`src/rtl/rfx_seq_pkg.sv`:
```
package rfx_seq_pkg;

  localparam int CODE_W = 3;

  typedef enum logic [3:0] {
    ST_IDLE    = 4'd0,
    ST_TX_SOF  = 4'd1,
    ST_TX_DATA = 4'd2,
    ST_TX_CRC  = 4'd3,
    ST_TX_EOF  = 4'd4,
    ST_TURN_A  = 4'd5,
    ST_TURN_B  = 4'd6,
    ST_RX_PREP = 4'd7,
    ST_RX_WAIT = 4'd8,
    ST_RX_RUN  = 4'd9
  } seq_state_e;

  typedef struct packed {
    logic sof;
    logic data;
    logic crc;
    logic eof;
    logic rx;
  } phase_en_t;

  // Software-visible code; both turnaround states share one value.
  function automatic logic [CODE_W-1:0] state_code(seq_state_e s);
    logic [CODE_W-1:0] c;
    case (s)
      ST_IDLE:    c = 3'b000;
      ST_TX_SOF:  c = 3'b001;
      ST_TX_DATA: c = 3'b010;
      ST_TX_CRC:  c = 3'b010;
      ST_TX_EOF:  c = 3'b011;
      ST_TURN_A:  c = 3'b100;
      ST_TURN_B:  c = 3'b100;
      ST_RX_PREP: c = 3'b101;
      ST_RX_WAIT: c = 3'b110;
      ST_RX_RUN:  c = 3'b111;
      default:    c = 3'b000;
    endcase
    return c;
  endfunction

  function automatic phase_en_t phase_of(seq_state_e s);
    phase_en_t p;
    p      = '0;
    p.sof  = (s == ST_TX_SOF);
    p.data = (s == ST_TX_DATA);
    p.crc  = (s == ST_TX_CRC);
    p.eof  = (s == ST_TX_EOF);
    p.rx   = (s == ST_RX_WAIT) || (s == ST_RX_RUN);
    return p;
  endfunction

endpackage

```
`src/rtl/rfx_guard_timer.sv`:
```
module rfx_guard_timer #(
  parameter int WAIT_W = 8
) (
  input  logic              clk_i,
  input  logic              rst_ni,
  input  logic              load_i,
  input  logic [WAIT_W-1:0] load_val_i,
  input  logic              run_i,
  input  logic              tick_i,
  output logic              expired_o
);

  logic [WAIT_W-1:0] cnt_q;
  logic              step;

  assign step      = run_i && tick_i && (cnt_q != '0);
  assign expired_o = (cnt_q == '0);

  always_ff @(posedge clk_i or negedge rst_ni) begin
    if (!rst_ni) begin
      cnt_q <= '0;
    end else if (load_i) begin
      cnt_q <= load_val_i;
    end else if (step) begin
      cnt_q <= cnt_q - 1'b1;
    end
  end

  // the wait value is captured on load
  a_r6_load_value: assert property (@(posedge clk_i) disable iff (!rst_ni)
    load_i |=> cnt_q == $past(load_val_i));

  // without load the count never rises
  a_r6_no_rise: assert property (@(posedge clk_i) disable iff (!rst_ni)
    !load_i |=> cnt_q <= $past(cnt_q));

  // without a tick the count holds
  a_r6_hold_no_tick: assert property (@(posedge clk_i) disable iff (!rst_ni)
    (!load_i && !tick_i) |=> $stable(cnt_q));

endmodule

```
`src/rtl/rfx_seq_fsm.sv`:
```
module rfx_seq_fsm
  import rfx_seq_pkg::*;
(
  input  logic       clk_i,
  input  logic       rst_ni,
  input  logic       start_i,
  input  logic       abort_i,
  input  logic       tx_avail_i,
  input  logic       crc_on_i,
  input  logic       data_end_i,
  input  logic       bit_tick_i,
  input  logic       rx_detect_i,
  input  logic       rx_end_i,
  input  logic       guard_zero_i,
  output seq_state_e state_o,
  output logic       ev_launch_o,
  output logic       ev_guard_load_o,
  output logic       ev_guard_run_o
);

  seq_state_e state_q, state_d;

  assign state_o         = state_q;
  assign ev_launch_o     = (state_q == ST_IDLE) && start_i && tx_avail_i && !abort_i;
  assign ev_guard_load_o = (state_q == ST_TURN_B);
  assign ev_guard_run_o  = (state_q == ST_RX_PREP);

  always_comb begin
    state_d = state_q;
    case (state_q)
      ST_IDLE:    if (start_i && tx_avail_i) state_d = ST_TX_SOF;
      ST_TX_SOF:  if (bit_tick_i) state_d = ST_TX_DATA;
      ST_TX_DATA: if (data_end_i) state_d = crc_on_i ? ST_TX_CRC : ST_TX_EOF;
      ST_TX_CRC:  if (data_end_i) state_d = ST_TX_EOF;
      ST_TX_EOF:  if (bit_tick_i) state_d = ST_TURN_A;
      ST_TURN_A:  state_d = ST_TURN_B;
      ST_TURN_B:  state_d = ST_RX_PREP;
      ST_RX_PREP: if (guard_zero_i) state_d = ST_RX_WAIT;
      ST_RX_WAIT: if (rx_detect_i) state_d = ST_RX_RUN;
      ST_RX_RUN:  if (rx_end_i) state_d = ST_IDLE;
      default:    state_d = ST_IDLE;
    endcase
    if (abort_i) state_d = ST_IDLE;
  end

  always_ff @(posedge clk_i or negedge rst_ni) begin
    if (!rst_ni) state_q <= ST_IDLE;
    else         state_q <= state_d;
  end

  a_r9_abort_idle: assert property (@(posedge clk_i) disable iff (!rst_ni)
    abort_i |=> state_q == ST_IDLE);

  a_r2_launch: assert property (@(posedge clk_i) disable iff (!rst_ni)
    ev_launch_o |=> state_q == ST_TX_SOF);

  a_r5_turn_a_once: assert property (@(posedge clk_i) disable iff (!rst_ni)
    (state_q == ST_TURN_A && !abort_i) |=> state_q == ST_TURN_B);

  a_r5_turn_b_once: assert property (@(posedge clk_i) disable iff (!rst_ni)
    (state_q == ST_TURN_B && !abort_i) |=> state_q == ST_RX_PREP);

  a_r6_prep_holds: assert property (@(posedge clk_i) disable iff (!rst_ni)
    (ev_guard_run_o && !guard_zero_i && !abort_i) |=> state_q == ST_RX_PREP);

  a_r7_detect: assert property (@(posedge clk_i) disable iff (!rst_ni)
    (state_q == ST_RX_WAIT && rx_detect_i && !abort_i) |=> state_q == ST_RX_RUN);

  a_r8_rx_end: assert property (@(posedge clk_i) disable iff (!rst_ni)
    (state_q == ST_RX_RUN && rx_end_i) |=> state_q == ST_IDLE);

endmodule

```
`src/rtl/rfx_phase_decode.sv`:
```
module rfx_phase_decode
  import rfx_seq_pkg::*;
(
  input  logic              clk_i,
  input  logic              rst_ni,
  input  seq_state_e        state_i,
  output phase_en_t         en_o,
  output logic [CODE_W-1:0] code_o
);

  assign en_o   = phase_of(state_i);
  assign code_o = state_code(state_i);

  a_r10_one_tx: assert property (@(posedge clk_i) disable iff (!rst_ni)
    $onehot0({en_o.sof, en_o.data, en_o.crc, en_o.eof}));

  a_r10_rx_alone: assert property (@(posedge clk_i) disable iff (!rst_ni)
    en_o.rx |-> !(en_o.sof || en_o.data || en_o.crc || en_o.eof));

  a_r10_rx_code: assert property (@(posedge clk_i) disable iff (!rst_ni)
    en_o.rx == (code_o[2:1] == 2'b11));

  a_r5_turn_quiet: assert property (@(posedge clk_i) disable iff (!rst_ni)
    (code_o == 3'b100) |-> (en_o == '0));

endmodule

```
`src/rtl/rfx_frame_seq.sv`:
```
module rfx_frame_seq #(
  parameter int WAIT_W = 8
) (
  input  logic              clk_i,
  input  logic              rst_ni,
  input  logic              start_i,
  input  logic              abort_i,
  input  logic              tx_avail_i,
  input  logic              crc_on_i,
  input  logic              data_end_i,
  input  logic              bit_tick_i,
  input  logic [WAIT_W-1:0] rx_wait_i,
  input  logic              rx_detect_i,
  input  logic              rx_end_i,
  output logic              sof_en_o,
  output logic              data_en_o,
  output logic              crc_en_o,
  output logic              eof_en_o,
  output logic              rx_en_o,
  output logic [2:0]        state_code_o
);
  import rfx_seq_pkg::*;

  seq_state_e state;
  phase_en_t  en;
  logic       ev_launch, ev_guard_load, ev_guard_run, guard_zero;

  rfx_seq_fsm u_fsm (
    .clk_i          (clk_i),
    .rst_ni         (rst_ni),
    .start_i        (start_i),
    .abort_i        (abort_i),
    .tx_avail_i     (tx_avail_i),
    .crc_on_i       (crc_on_i),
    .data_end_i     (data_end_i),
    .bit_tick_i     (bit_tick_i),
    .rx_detect_i    (rx_detect_i),
    .rx_end_i       (rx_end_i),
    .guard_zero_i   (guard_zero),
    .state_o        (state),
    .ev_launch_o    (ev_launch),
    .ev_guard_load_o(ev_guard_load),
    .ev_guard_run_o (ev_guard_run)
  );

  rfx_guard_timer #(.WAIT_W(WAIT_W)) u_guard (
    .clk_i     (clk_i),
    .rst_ni    (rst_ni),
    .load_i    (ev_guard_load),
    .load_val_i(rx_wait_i),
    .run_i     (ev_guard_run),
    .tick_i    (bit_tick_i),
    .expired_o (guard_zero)
  );

  rfx_phase_decode u_dec (
    .clk_i  (clk_i),
    .rst_ni (rst_ni),
    .state_i(state),
    .en_o   (en),
    .code_o (state_code_o)
  );

  assign sof_en_o  = en.sof;
  assign data_en_o = en.data;
  assign crc_en_o  = en.crc;
  assign eof_en_o  = en.eof;
  assign rx_en_o   = en.rx;

  a_r2_launch_sof: assert property (@(posedge clk_i) disable iff (!rst_ni)
    ev_launch |=> (sof_en_o && state_code_o == 3'b001));

  a_r9_abort_quiet: assert property (@(posedge clk_i) disable iff (!rst_ni)
    abort_i |=> (state_code_o == 3'b000 && !rx_en_o && !sof_en_o));

endmodule

```
`config.mk`:
```
export PLATFORM = sky130hd
export DESIGN_NAME = rfx_frame_seq
export DESIGN_NICKNAME = d
export VERILOG_FILES = /design/src/rtl/rfx_seq_pkg.sv /design/src/rtl/rfx_guard_timer.sv /design/src/rtl/rfx_seq_fsm.sv /design/src/rtl/rfx_phase_decode.sv /design/src/rtl/rfx_frame_seq.sv
export SDC_FILE = /design/constraint.sdc
export NUM_CORES = 1
export LEC_CHECK = 0
export BUFFER_PORTS_ARGS = -buffer_cell sky130_fd_sc_hd__buf_2
export CORE_AREA = 2 2 48 50
export DETAILED_ROUTE_END_ITERATION = 12
export DIE_AREA = 0 0 50 52
export PLACE_DENSITY = 0.83
export RECOVER_POWER = 50
export SETUP_SLACK_MARGIN = 0.5
export SLEW_MARGIN = 10
export SYNTH_ARGS = -nofsm -noshare
export SYNTH_HDL_FRONTEND = slang
export SYNTH_HIERARCHICAL = 1
export SYNTH_SLANG_ARGS = --single-unit
```
`constraint.sdc`:
```
create_clock -name clk_i -period 2.86 [get_ports clk_i]
set_clock_uncertainty 0.2 [all_clocks]
set_input_delay 0.143 -clock clk_i [delete_from_list [all_inputs] [get_ports clk_i]]
set_output_delay 0.143 -clock clk_i [all_outputs]
set_load 0.05 [all_outputs]
```
== Yosys cells after proc, flatten, opt, wreduce, memory -nomap -nowiden ==
Memory sizes are Yosys's and may differ from the RTL's.
Cells that the tools add are included.

* Output and inout bits: 8
* Input port bits: 18
* Logic and storage cells: 43
* Bits in latches: 0
* Flip-flop bits (word level): 12
* Memory bits (writable): 0
* Memory bits (read-only): 48
* Memories: 1

* Order comparisons: 0
* Reduce and logical (&&, ||, !) cells: 9
* Multiplexer cells: 13
* Add/subtract/negate cells: 1
* Shifts and indexed selects: 0
* Equality and inequality tests: 17
* Divide/modulo/power cells: 0
* Bitwise logic cells: 0
* Multipliers: 0

{| class="wikitable"
|+ Memory list
! name !! depth !! width !! rd ports !! clocked after Yosys merged registers in !! write ports !! RTL line !! text
|-
| (no name shown) || 16 || 3 || 1 || 0 || 0 || rfx_seq_pkg.sv:29 || <nowiki>case (s)</nowiki>
|}

{| class="wikitable"
|+ Operator list
! cell !! number
|-
| $pmux W4 S10 || 1
|-
| $mux W4 || 9
|-
| $ne A3 B3 Y1 const B || 8
|-
| $eq A4 B3 Y1 const B || 4
|-
| $mux W8 || 2
|-
| $eq A4 B2 Y1 const B || 2
|-
| $eq A4 B4 Y1 const B || 2
|-
| $logic_not A8 Y1 || 1
|-
| $reduce_and A8 Y1 || 1
|-
| $reduce_bool A8 Y1 || 1
|-
| $sub A8 B1 Y8 const B || 1
|-
| $eq A4 B1 Y1 const B || 1
|-
| $logic_not A4 Y1 || 1
|-
| $logic_and A1 B1 Y1 || 3
|-
| $mux W3 || 1
|-
| $reduce_bool A2 Y1 || 1
|-
| $logic_or A1 B1 Y1 || 1
|}

== Depth between registers and ports, before layout ==
Gate-level depths: netlist of run 1.

* Depth in word-level cells: 5
* Mapped depth: 8
* Gate-level depth less buffers: 8

== Modules after synthesis ==
Netlist of run 1, hierarchy kept.

{| class="wikitable"
|+ By module, submodules not included
! module !! seq. area each (µm²) !! cells each !! area an instance (µm²) !! times used
|-
| rfx_guard_timer || 200.2 || 54 || 500.5 || 1
|-
| rfx_seq_fsm || 100.1 || 42 || 386.6 || 1
|-
| rfx_phase_decode || 0.0 || 20 || 143.9 || 1
|}

== Worst setup path after synthesis of run 1 ==
OpenSTA, ideal clock, no wires.

* Path kind: register to output
* Start: reg u_fsm.state_q[1] (netlist: u_fsm/state_o[1])
* End: out rx_en_o
* Data arrival time: 1.941 ns
* Path slack: 0.576 ns
* Required time: 2.517 ns
* Cell stages (with the launch flop): 5
* Path buffers: 0
* Cells stage by stage: dfrtp_1 inv_1 ha_1 nor2_1 nor3b_1

* Cells in the longest elaborated chain, start to end: 2
* Elaborated cells on any way between the ends: 3
* Classes of those cells: 2 x eq/ne; 1 x reduce/logical

{| class="wikitable"
|+ Ends and longest elaborated chain
! element !! RTL line !! text
|-
| from (decl) || rfx_seq_fsm.sv:21 || <nowiki>seq_state_e state_q, state_d;</nowiki>
|-
| from (signal assigned) || rfx_seq_fsm.sv:48 || <nowiki>else state_q <= state_d;</nowiki>
|-
| $eq A4 B4 Y1 || rfx_seq_pkg.sv:52 || <nowiki>p.rx = (s == ST_RX_WAIT) || (s == ST_RX_RUN);</nowiki>
|-
| $logic_or A1 B1 Y1 * || rfx_seq_pkg.sv:52 ||
|-
| to (decl) || rfx_frame_seq.sv:19 || <nowiki>output logic rx_en_o,</nowiki>
|}

Every way passes the cells marked *; elsewhere a longest branch is shown, timed or not.

== Final worst setup path of run 1 ==
* Start: reg u_guard.cnt_q[0]
* End: reg u_fsm.state_q[3] (netlist: u_fsm/state_o[3])

* Cells in the longest elaborated chain, start to end: 3

{| class="wikitable"
|+ Ends and longest elaborated chain
! element !! RTL line !! text
|-
| from (decl) || rfx_guard_timer.sv:13 || <nowiki>logic [WAIT_W-1:0] cnt_q;</nowiki>
|-
| from (signal assigned) || rfx_guard_timer.sv:23 || <nowiki>cnt_q <= load_val_i;</nowiki>
|-
| from (signal assigned) || rfx_guard_timer.sv:25 || <nowiki>cnt_q <= cnt_q - 1'b1;</nowiki>
|-
| $logic_not A8 Y1 || rfx_guard_timer.sv:17 || <nowiki>assign expired_o = (cnt_q == '0);</nowiki>
|-
| named net guard_zero || rfx_frame_seq.sv:26 || <nowiki>logic ev_launch, ev_guard_load, ev_guard_run, guard_zero;</nowiki>
|-
| $ne A3 B3 Y1 (no line) || n/a ||
|-
| $reduce_and A8 Y1 (no line) || n/a ||
|}

The timed path passes the listed nets, and every way through them passes these cells.
A chain may end at the register's enable or synchronous reset.

==> flow_summary.ini, run 1 <==
[timing]
setup_viol_count_final = 0
setup-tns-final_ps = 0
worstMarginPinSlew_ps = 681
grt_setup_unrepaired = false
min_period_ps = 2350
maxClockFrequency_mhz = 426
finalMaxSlewViolations = 0
finalHoldViolCount = 0
timing.max_slew.rel_slack_pct = 54.6
final_min_period_over_clock_period_pct = 82.1

[global_route]
grt_max_degree = 21
first_global_vias = 1014
globalRouteOverflowTotal = 0
grt_antenna_before_repair = 0
grt_pass1_wl_um = 4080
grt_use_total_pct = 20.0

[power]
power_density_nw_per_um2 = 668
vdd.ir_drop.worst_mv = 0.417
power.static_leakage_nw = 0.600
cellInternalPower_mw = 0.468
power.share.combinational_pct = 51.2
power_switching_share_pct = 46.6
pwr-share-clk_pct = 15.7
power_frac_seq_pct = 33.1
switchingPower_mw = 0.410

[routing]
detail_route.wirelength_um = 2400
postRouteAntennaNets = 0
route.top_layer_used = met4
post-route-drc-count = 0
total_via_count_after_detailed_routing = 987
post_drt_wl_per_cell_um = 13.3
routed-wl-met3_um = 94
drt-initial-drc-count = 17
route.layer.met1.wl_um = 1040
met2_length_um = 1260
route.detailed.vias_per_inst = 5.45
first_pass_iteration_count_of_the_detailed_router = 4

[setup_path]
crit_family = simple AND/OR/NAND/NOR gates
timing.critical_path.from_type = register
worst-path-max-fanout = 4
critPathArrivalTime_ps = 2310
endpoint = u_fsm/state_o[3]
worst-path-buf-inv = 1
worstReg2RegEnd = u_fsm/state_o[3]
critical_path.startpoint = u_guard/cnt_q[0]
worst_setup_path_end_kind = register
criticalPathCategory = register to register
r2r_slack_ps = 510
critical_path.cell_chain = inv_1 -> ha_1 -> nor3b_1 -> and2_1 -> and3b_1 -> o21bai_1 -> nand3_2 -> o41ai_2
timing.reg2reg.worst_path_depth = 8
crit_slowest_cell = sky130_fd_sc_hd__dfrtp_1
regToRegStartpoint = u_guard/cnt_q[0]
critical_path.max_stage_delay_ps = 410
crit_required_ps = 2820
worstSetupPathDepth = 8

[floorplan]
floorplan.die.height_um = 52
num_io_pins = 26
placementRows = 17
start_util_pct = 48.7
die-area_um2 = 2600
die_w_um = 50
core_region_area_um2 = 2110

[clocking]
clock-sinks = 12
clk_pin_slew_worst_paths_ps = 80
max-clock-path-buffers = 2
h-tree-depth = 1
cts_tree = done
post_cts_buffers = 0
clk_root_buffer_cell = sky130_fd_sc_hd__clkbuf_4
numCtsBuffers = 3
worstSkewPairLatency_ps = 270

[min_path]
hp-class = primary input to register

[synthesis]
syn-mean-instance-area_um2 = 8.91
ys.warnings.count = 6
synthesis.nets = 138
netlist_area_um2 = 1020
synthCells = 115

[placed_design]
gp_congestion = 0.842
hpwl_um = 1660
io_buffer_count = 25

[cells_and_area]
layout-drive-gt1-share_pct = 25.5
post-route-util_pct = 62.4
finish.net_count = 177
diodes = 0
filler_cell_count = 187
area_growth_pct = 28.2

[flow_run]
maxCapViolCount = 0

[outcome]
outcome = complete, no violations
==> layout by cell type, fill, tap and decap left out, types with 3 or more instances in the layout <==
cell type / count
sky130_fd_sc_hd__and2_1: 3
sky130_fd_sc_hd__dlygate4sd3_1: 10
sky130_fd_sc_hd__mux2i_1: 5
sky130_fd_sc_hd__nor3_1: 3
sky130_fd_sc_hd__nand2_1: 8
sky130_fd_sc_hd__nor3b_1: 4
sky130_fd_sc_hd__buf_2: 22
sky130_fd_sc_hd__nand2b_1: 5
sky130_fd_sc_hd__dfrtp_1: 11
sky130_fd_sc_hd__nor2_1: 9
sky130_fd_sc_hd__xnor2_1: 3
sky130_fd_sc_hd__clkbuf_1: 3
sky130_fd_sc_hd__o21ai_0: 5
sky130_fd_sc_hd__clkbuf_4: 3
sky130_fd_sc_hd__o22ai_1: 3
sky130_fd_sc_hd__ha_1: 5
sky130_fd_sc_hd__inv_1: 8
sky130_fd_sc_hd__or3_1: 3
sky130_fd_sc_hd__a21oi_1: 3
==> tightest hold or removal path: cells and delay by family <==
| family | cells | cell delay [ps] |
|---|---|---|
| and+or+nand+nor | 1 | 80 |
| AOI/OAI and AO/OA | 2 | 200 |
| buffers and inverters | 1 | 120 |
==> per-stage QoR <==
| stage | hold slack, ps | cell area (um2) | instances | total power, mW | setup WS, ps |
|---|---|---|---|---|---|
| floorplan | -353 | 1020 | 115 | 0.633 | 576 |
| global placement | -169 | 1170 | 167 | 0.701 | 608 |
| detailed placement | -163 | 1170 | 167 | 0.723 | 554 |
| CTS | 75.3 | 1310 | 181 | 0.872 | 530 |
| global route | 139 | 1310 | 181 | 0.943 | 348 |
| finish | 102 | 1310 | 181 | 0.878 | 511 |
==> power groups by stage <==
stage	logic (mW)	clock network (mW)	registers, mW
2_1_floorplan	0.368	0	0.265
3_3_place_gp	0.417	0	0.284
3_5_place_dp	0.435	0	0.288
4_1_cts	0.447	0.139	0.286
5_1_grt	0.498	0.146	0.299
6_report	0.450	0.138	0.290
==> worst min-delay path by stage <==
stage / start / endpoint / slack [ps] / depth (start not counted)
final: bit_tick_i / u_guard/cnt_q[2] / 100 / 4
after global placement: rst_ni / u_guard/cnt_q[6] / -170 / 1
after detailed placement: rst_ni / u_guard/cnt_q[5] / -160 / 1
after global routing: data_end_i / u_fsm/state_o[1] / 140 / 4
after CTS: rst_ni / u_guard/cnt_q[5] / 80 / 2
after floorplan: rst_ni / u_fsm/state_o[0] / -350 / 0
==> flip-flops by register name (all words and copies together), names as in the netlist <==
name	flops
u_guard/cnt_q	8
u_fsm/state_o	4
==> cell type report <==
class | count | area (um2) | share of cell area [%]
multi-input cells | 92 | 674 | 51.3
well taps | 28 | 35.0 | 2.67
inverters | 8 | 30.0 | 2.29
repair buffers | 37 | 236 | 18.0
flip-flops and latches | 12 | 302 | 23.0
clock buffers | 4 | 36.3 | 2.76
==> routing by layer <==
| layer | global-route usage, % | vias to the layer above |
|---|---|---|
| met1 | 22.0 | 464 |
| met5 | 0 | - |
| met3 | 2.87 | 2 |
| met2 | 39.0 | 30 |
| met4 | 6.48 | 0 |
| li1 | - | 491 |
==> timing repair <==
item	CTS	global route
hold buffers	10	0
gates resized for setup	0	4
setup endpoints to repair	0	10
hold endpoints to repair	22	0
Note: power is estimated with default switching activity, not from simulation.
==> run 2: changes to the inputs <==
ABC_AREA = 1   (was default)
CORE_AREA = 2 2 50 52   (was 2 2 48 50)
DIE_AREA = 0 0 52 54   (was 0 0 50 52)
PLACE_DENSITY = 0.85   (was 0.83)
clock period = 2.32 ns   (was 2.86 ns; I/O delays follow)
==> run 2 against run 1 <==
Against the previous run: hold slack got worse by 94 ps; via count rose by 41%; largest power group unchanged; clock power grew 25%; count of clock-buffer cells in the layout is the same; die area up 8.0%; sequential share of layout area decreased by 4.2 points; global-route usage is 2.6 points higher; synthesized cell count is 70% higher; critical path depth unchanged; highest routed layer unchanged.
==> flow_summary.ini, run 2 <==
[outcome]
outcome = complete, no violations

[timing]
grt_setup_unrepaired = true
postLayoutSetupSlackWorst_ps = 462
setup_viol_count_final = 0
maxClockFrequency_mhz = 538
timing.max_slew.rel_slack_pct = 56.1
finalMaxSlewViolations = 0
finalHoldViolCount = 0
final_min_period_over_clock_period_pct = 80.1
min_period_ps = 1860
worstMarginPinSlew_ps = 658
setup-tns-final_ps = 0

[floorplan]
core_region_area_um2 = 2320
die_w_um = 52
num_io_pins = 26
die-area_um2 = 2810
floorplan.die.height_um = 54
start_util_pct = 51.0
placementRows = 18

[cells_and_area]
area_growth_pct = 37.3
diodes = 0
layout-drive-gt1-share_pct = 28.9
filler_cell_count = 193
largest_register = u_guard/cnt_q
finish.net_count = 266
layout_commonest_cell = sky130_fd_sc_hd__nand2_1
largest_register_ff_count = 8
post-route-cell-area_um2 = 1630
commonest_non_fill_non_tap_cells_in_the_layout = 56 x sky130_fd_sc_hd__nand2_1, 26 x sky130_fd_sc_hd__nor2_1, 25 x sky130_fd_sc_hd__inv_1, 25 x sky130_fd_sc_hd__nand3_1, 19 x sky130_fd_sc_hd__buf_2

[power]
power_density_nw_per_um2 = 1060
vdd.ir_drop.worst_mv = 0.772
totalPowerFinal_mw = 1.72
power.static_leakage_nw = 0.848

[setup_path]
criticalPathCategory = register to register
timing.critical_path.from_type = register
critPathArrivalTime_ps = 1830
crit_required_ps = 2300
worst_setup_path_end_kind = register
worst-path-max-fanout = 6
r2r_slack_ps = 460

[placed_design]
dp_worst_setup_slack_ps = 437
gp_congestion = 0.896
io_buffer_count = 25
hpwl_um = 2120
placedInstanceArea_um2 = 1360

[routing]
total_via_count_after_detailed_routing = 1394
detail_route.wirelength_um = 3250
postRouteAntennaNets = 0
post-route-drc-count = 0
post_drt_wl_per_cell_um = 11.9
route.detailed.vias_per_inst = 5.13
first_pass_iteration_count_of_the_detailed_router = 4
drt-initial-drc-count = 38

[global_route]
globalRouteOverflowTotal = 0
first_global_vias = 1190
grt_use_total_pct = 22.6
grt_max_degree = 13
grt_antenna_before_repair = 0
grt_pass1_wl_um = 4880

[clocking]
cts_tree = done
clock-sinks = 12
numCtsBuffers = 3
worstSkewPairLatency_ps = 280
clk_root_buffer_cell = sky130_fd_sc_hd__clkbuf_4
max-clock-path-buffers = 2
clk_pin_slew_worst_paths_ps = 80
h-tree-depth = 1

[synthesis]
netlist_area_um2 = 1180
synthCells = 195
synthesis.nets = 218
syn-mean-instance-area_um2 = 6.07
ys.warnings.count = 6

[flow_run]
maxCapViolCount = 0

[min_path]
hp-class = primary input to register
run 2: layout make-up:
cell class | instances | area, um2 | area share, %
Clock buffer | 4 | 36.3 | 2.23
Inverter | 29 | 109 | 6.70
Multi-Input combinational cell | 151 | 803 | 49.4
Timing Repair Buffer | 46 | 335 | 20.6
Sequential cell | 12 | 304 | 18.7
Tap cell | 30 | 37.5 | 2.31
run 2: critical path, stage by stage, from the launching register on:
cell	delay, ps
sky130_fd_sc_hd__dfrtp_2	450
sky130_fd_sc_hd__inv_1	80
sky130_fd_sc_hd__nand2_1	110
sky130_fd_sc_hd__nor3_1	230
sky130_fd_sc_hd__clkbuf_1	250
sky130_fd_sc_hd__buf_4	170
sky130_fd_sc_hd__a21oi_1	40
sky130_fd_sc_hd__a21boi_1	150
sky130_fd_sc_hd__nand2_1	60
run 2: worst paths after layout:
kind / start / endpoint / depth (start not counted)
worst max register to register: u_fsm/state_o[3] / u_guard/cnt_q[2] / 8
max in group asynchronous: rst_ni / u_fsm/state_o[2] / 2
worst min-delay path: bit_tick_i / u_guard/cnt_q[7] / 4
worst min register to register: u_guard/cnt_q[1] / u_guard/cnt_q[1] / 2
worst max-delay path: u_fsm/state_o[3] / u_guard/cnt_q[2] / 8
min in group asynchronous: rst_ni / u_guard/cnt_q[3] / 2
run 2: power breakdown:
part / total, mW / internal [mW] / switching [mW]
clock: 0.173 / 0.0957 / 0.0771
sequential: 0.411 / 0.293 / 0.118
combinational: 1.14 / 0.435 / 0.701
total: 1.72 / 0.823 / 0.896
run 2: through the flow:
stage | hold WS (ps) | instances | util, %
3_5_place_dp | -191 | 250 | 58.7
2_1_floorplan | -380 | 195 | -
4_1_cts | 1.66 | 264 | 65.5
5_1_grt | 52.5 | 272 | 70.1
3_3_place_gp | -196 | 250 | 58.7
6_report | 7.38 | 272 | 70.1
run 2: timing repair:
action / CTS / global route
endpoints found under the hold margin: 20 / 0
resized for setup: 10 / 16
setup buffers: 1 / 8
setup endpoints to repair: 10 / 17
pin swaps: 0 / 3
hold buffers: 9 / 0
cloned: 0 / 0
run 2: layer usage:
metal | share of wire, % | global-route usage (%)
met4 | 0.34 | 4.39
met1 | 43 | 29.0
met5 | 0 | 0
met3 | 4.7 | 3.33
met2 | 52 | 40.3
==> run 3: changes to the inputs <==
CORE_AREA = 2 2 53 55   (was 2 2 50 52)
DIE_AREA = 0 0 55 57   (was 0 0 52 54)
PLACE_DENSITY = 0.8   (was 0.85)
clock period = 1.6 ns   (was 2.32 ns; I/O delays follow)
==> run 3 against run 2 <==
Against the previous run: the flow now finishes with violations (hold timing, setup timing); highest routed layer unchanged; hold slack got worse by 7.8 ps; design area rose by 33%; non-clock buffer count rose by 23; critical endpoint is now u_fsm/state_o[0]; largest cell class unchanged; critical path type unchanged; clock power rose by 47%.
==> flow_summary.ini, run 3 (synthesis gave the netlist of run 2 again) <==
[cells_and_area]
largest_register_ff_count = 8
largest_register = u_guard/cnt_q
diodes = 0
filler_cell_count = 144
post-route-util_pct = 82.6
finish.net_count = 289
layout_commonest_cell = sky130_fd_sc_hd__nand2_1
layout-drive-gt1-share_pct = 54.0
area_growth_pct = 82.5
commonest_non_fill_non_tap_cells_in_the_layout = 41 x sky130_fd_sc_hd__nand2_1, 23 x sky130_fd_sc_hd__buf_4, 20 x sky130_fd_sc_hd__nand3_1, 17 x sky130_fd_sc_hd__nand2_2, 16 x sky130_fd_sc_hd__buf_2

[timing]
final_min_period_over_clock_period_pct = 110
min_period_ps = 1760
finalHoldViolCount = 1
postLayoutSetupSlackWorst_ps = -159
setup_viol_count_final = 19
timing.max_slew.rel_slack_pct = 54.1
fin_worst_hold_slack_ps = -0.411
setup-tns-final_ps = -974
worstMarginPinSlew_ps = 689
maxClockFrequency_mhz = 569
grt_setup_unrepaired = true
finalMaxSlewViolations = 0

[setup_path]
critical_path.cell_chain = nor2_1 -> nand2_1 -> nor2_4 -> nor2_2 -> nand2_2 -> nand2_2 -> nor2_4 -> nand2_4 -> nand2_2 -> nand2_2
critPathArrivalTime_ps = 1730
cp_common_cell = sky130_fd_sc_hd__nand2_2
timing.critical_path.from_type = register
r2r_slack_ps = -160
crit_family = simple AND/OR/NAND/NOR gates
criticalPathCategory = register to register
crit_required_ps = 1570
worst_setup_path_end_kind = register
crit_slowest_cell = sky130_fd_sc_hd__dfrtp_1
worst-path-buf-inv = 0
critical_path.max_stage_delay_ps = 410
worst-path-max-fanout = 5

[placed_design]
hpwl_um = 2260
gp_congestion = 0.842
dp_worst_setup_slack_ps = -17.1
io_buffer_count = 25

[floorplan]
floorplan.die.height_um = 57
die_w_um = 55
die-area_um2 = 3140
start_util_pct = 45.3
num_io_pins = 26
core_region_area_um2 = 2620
placementRows = 19

[global_route]
grt_pass1_wl_um = 5830
grt_max_degree = 13
grt_antenna_before_repair = 0
globalRouteOverflowTotal = 0
first_global_vias = 1396
grt_use_total_pct = 24.8

[power]
vdd.ir_drop.worst_mv = 1.45
power_density_nw_per_um2 = 1590
power.static_leakage_nw = 1.05

[clocking]
worstSkewPairLatency_ps = 280
clock-sinks = 12
numCtsBuffers = 3
h-tree-depth = 1
max-clock-path-buffers = 2
clk_root_buffer_cell = sky130_fd_sc_hd__clkbuf_4
clk_pin_slew_worst_paths_ps = 80
cts_tree = done

[routing]
first_pass_iteration_count_of_the_detailed_router = 9
postRouteAntennaNets = 0
detail_route.wirelength_um = 4520
post-route-drc-count = 0
post_drt_wl_per_cell_um = 15.3
total_via_count_after_detailed_routing = 1622
drt-initial-drc-count = 117
route.detailed.vias_per_inst = 5.48

[outcome]
failed_checks = hold timing, setup timing
outcome = finished with violations

[min_path]
hp-class = primary input to register

[flow_run]
maxCapViolCount = 0
run 3: cell count changes in the layout (fill, tap and decap cells not counted), moves of 5 or more:
cell                      previous run  this run
sky130_fd_sc_hd__inv_1              25        12
sky130_fd_sc_hd__nand2_1            56        41
sky130_fd_sc_hd__inv_2               4        11
sky130_fd_sc_hd__nor2_4              6        15
sky130_fd_sc_hd__buf_6               4        13
sky130_fd_sc_hd__buf_4              11        23
sky130_fd_sc_hd__nand2_4             1         6
sky130_fd_sc_hd__nor2_1             26        13
sky130_fd_sc_hd__nand3_1            25        20
sky130_fd_sc_hd__nand2_2             8        17
run 3: worst paths after layout:
path | from | endpoint | cells past startpoint
min in group asynchronous | rst_ni | u_guard/cnt_q[3] | 2
hold reg to reg | u_guard/cnt_q[4] | u_guard/cnt_q[4] | 3
setup / recovery | u_guard/cnt_q[6] | u_fsm/state_o[0] | 10
max in group asynchronous | rst_ni | u_fsm/state_o[2] | 2
setup reg to reg | u_guard/cnt_q[6] | u_fsm/state_o[0] | 10
hold / removal | rx_detect_i | u_fsm/state_o[3] | 6
run 3: worst min-delay path, stage by stage:
cell                      delay (ps)
sky130_fd_sc_hd__buf_2            70
sky130_fd_sc_hd__nor2_1           30
sky130_fd_sc_hd__nand3_1          80
sky130_fd_sc_hd__nand2_2          80
sky130_fd_sc_hd__inv_1            50
sky130_fd_sc_hd__nand2_1          50
run 3: layer usage:
layer | wire length [um] | track usage, % | up-vias
met2 | 2400 | 43.5 | 96
met3 | 293 | 4.45 | 18
met4 | 123 | 5.57 | 0
met1 | 1710 | 30.9 | 748
met5 | 0 | 0 | -
li1 | - | - | 760
run 3: metrics by stage:
stage	instances	power, mW	hold WS [ps]	instance area (um2)
after detailed placement	266	2.32	-226	1590
after CTS	288	2.97	2.85	1970
after global routing	296	3.62	34.7	2160
after global placement	266	2.29	-225	1590
after floorplan	195	1.83	-416	1310
final	296	3.43	-0.411	2160
run 3: where the power goes:
part / switching [mW] / internal (mW)
Combinational: 1.51 / 1.11
Sequential: 0.128 / 0.426
Clock: 0.115 / 0.138
run 3: repair_timing:
item	CTS	global route
resized for setup	49	46
cloned	0	0
hold buffers	12	0
endpoints found under the setup margin	20	20
setup buffers	6	8
pin swaps	13	28
endpoints found under the hold margin	22	0
run 3: layout make-up:
| class | instances | area [um2] | share of cell area, % |
|---|---|---|---|
| multi-input combinational | 151 | 1070 | 49.4 |
| timing repair buffer | 69 | 583 | 27.0 |
| sequential | 12 | 304 | 14.1 |
| inverter | 29 | 130 | 6.03 |
| tap | 31 | 38.8 | 1.80 |
| clock buffer | 4 | 36.3 | 1.68 |
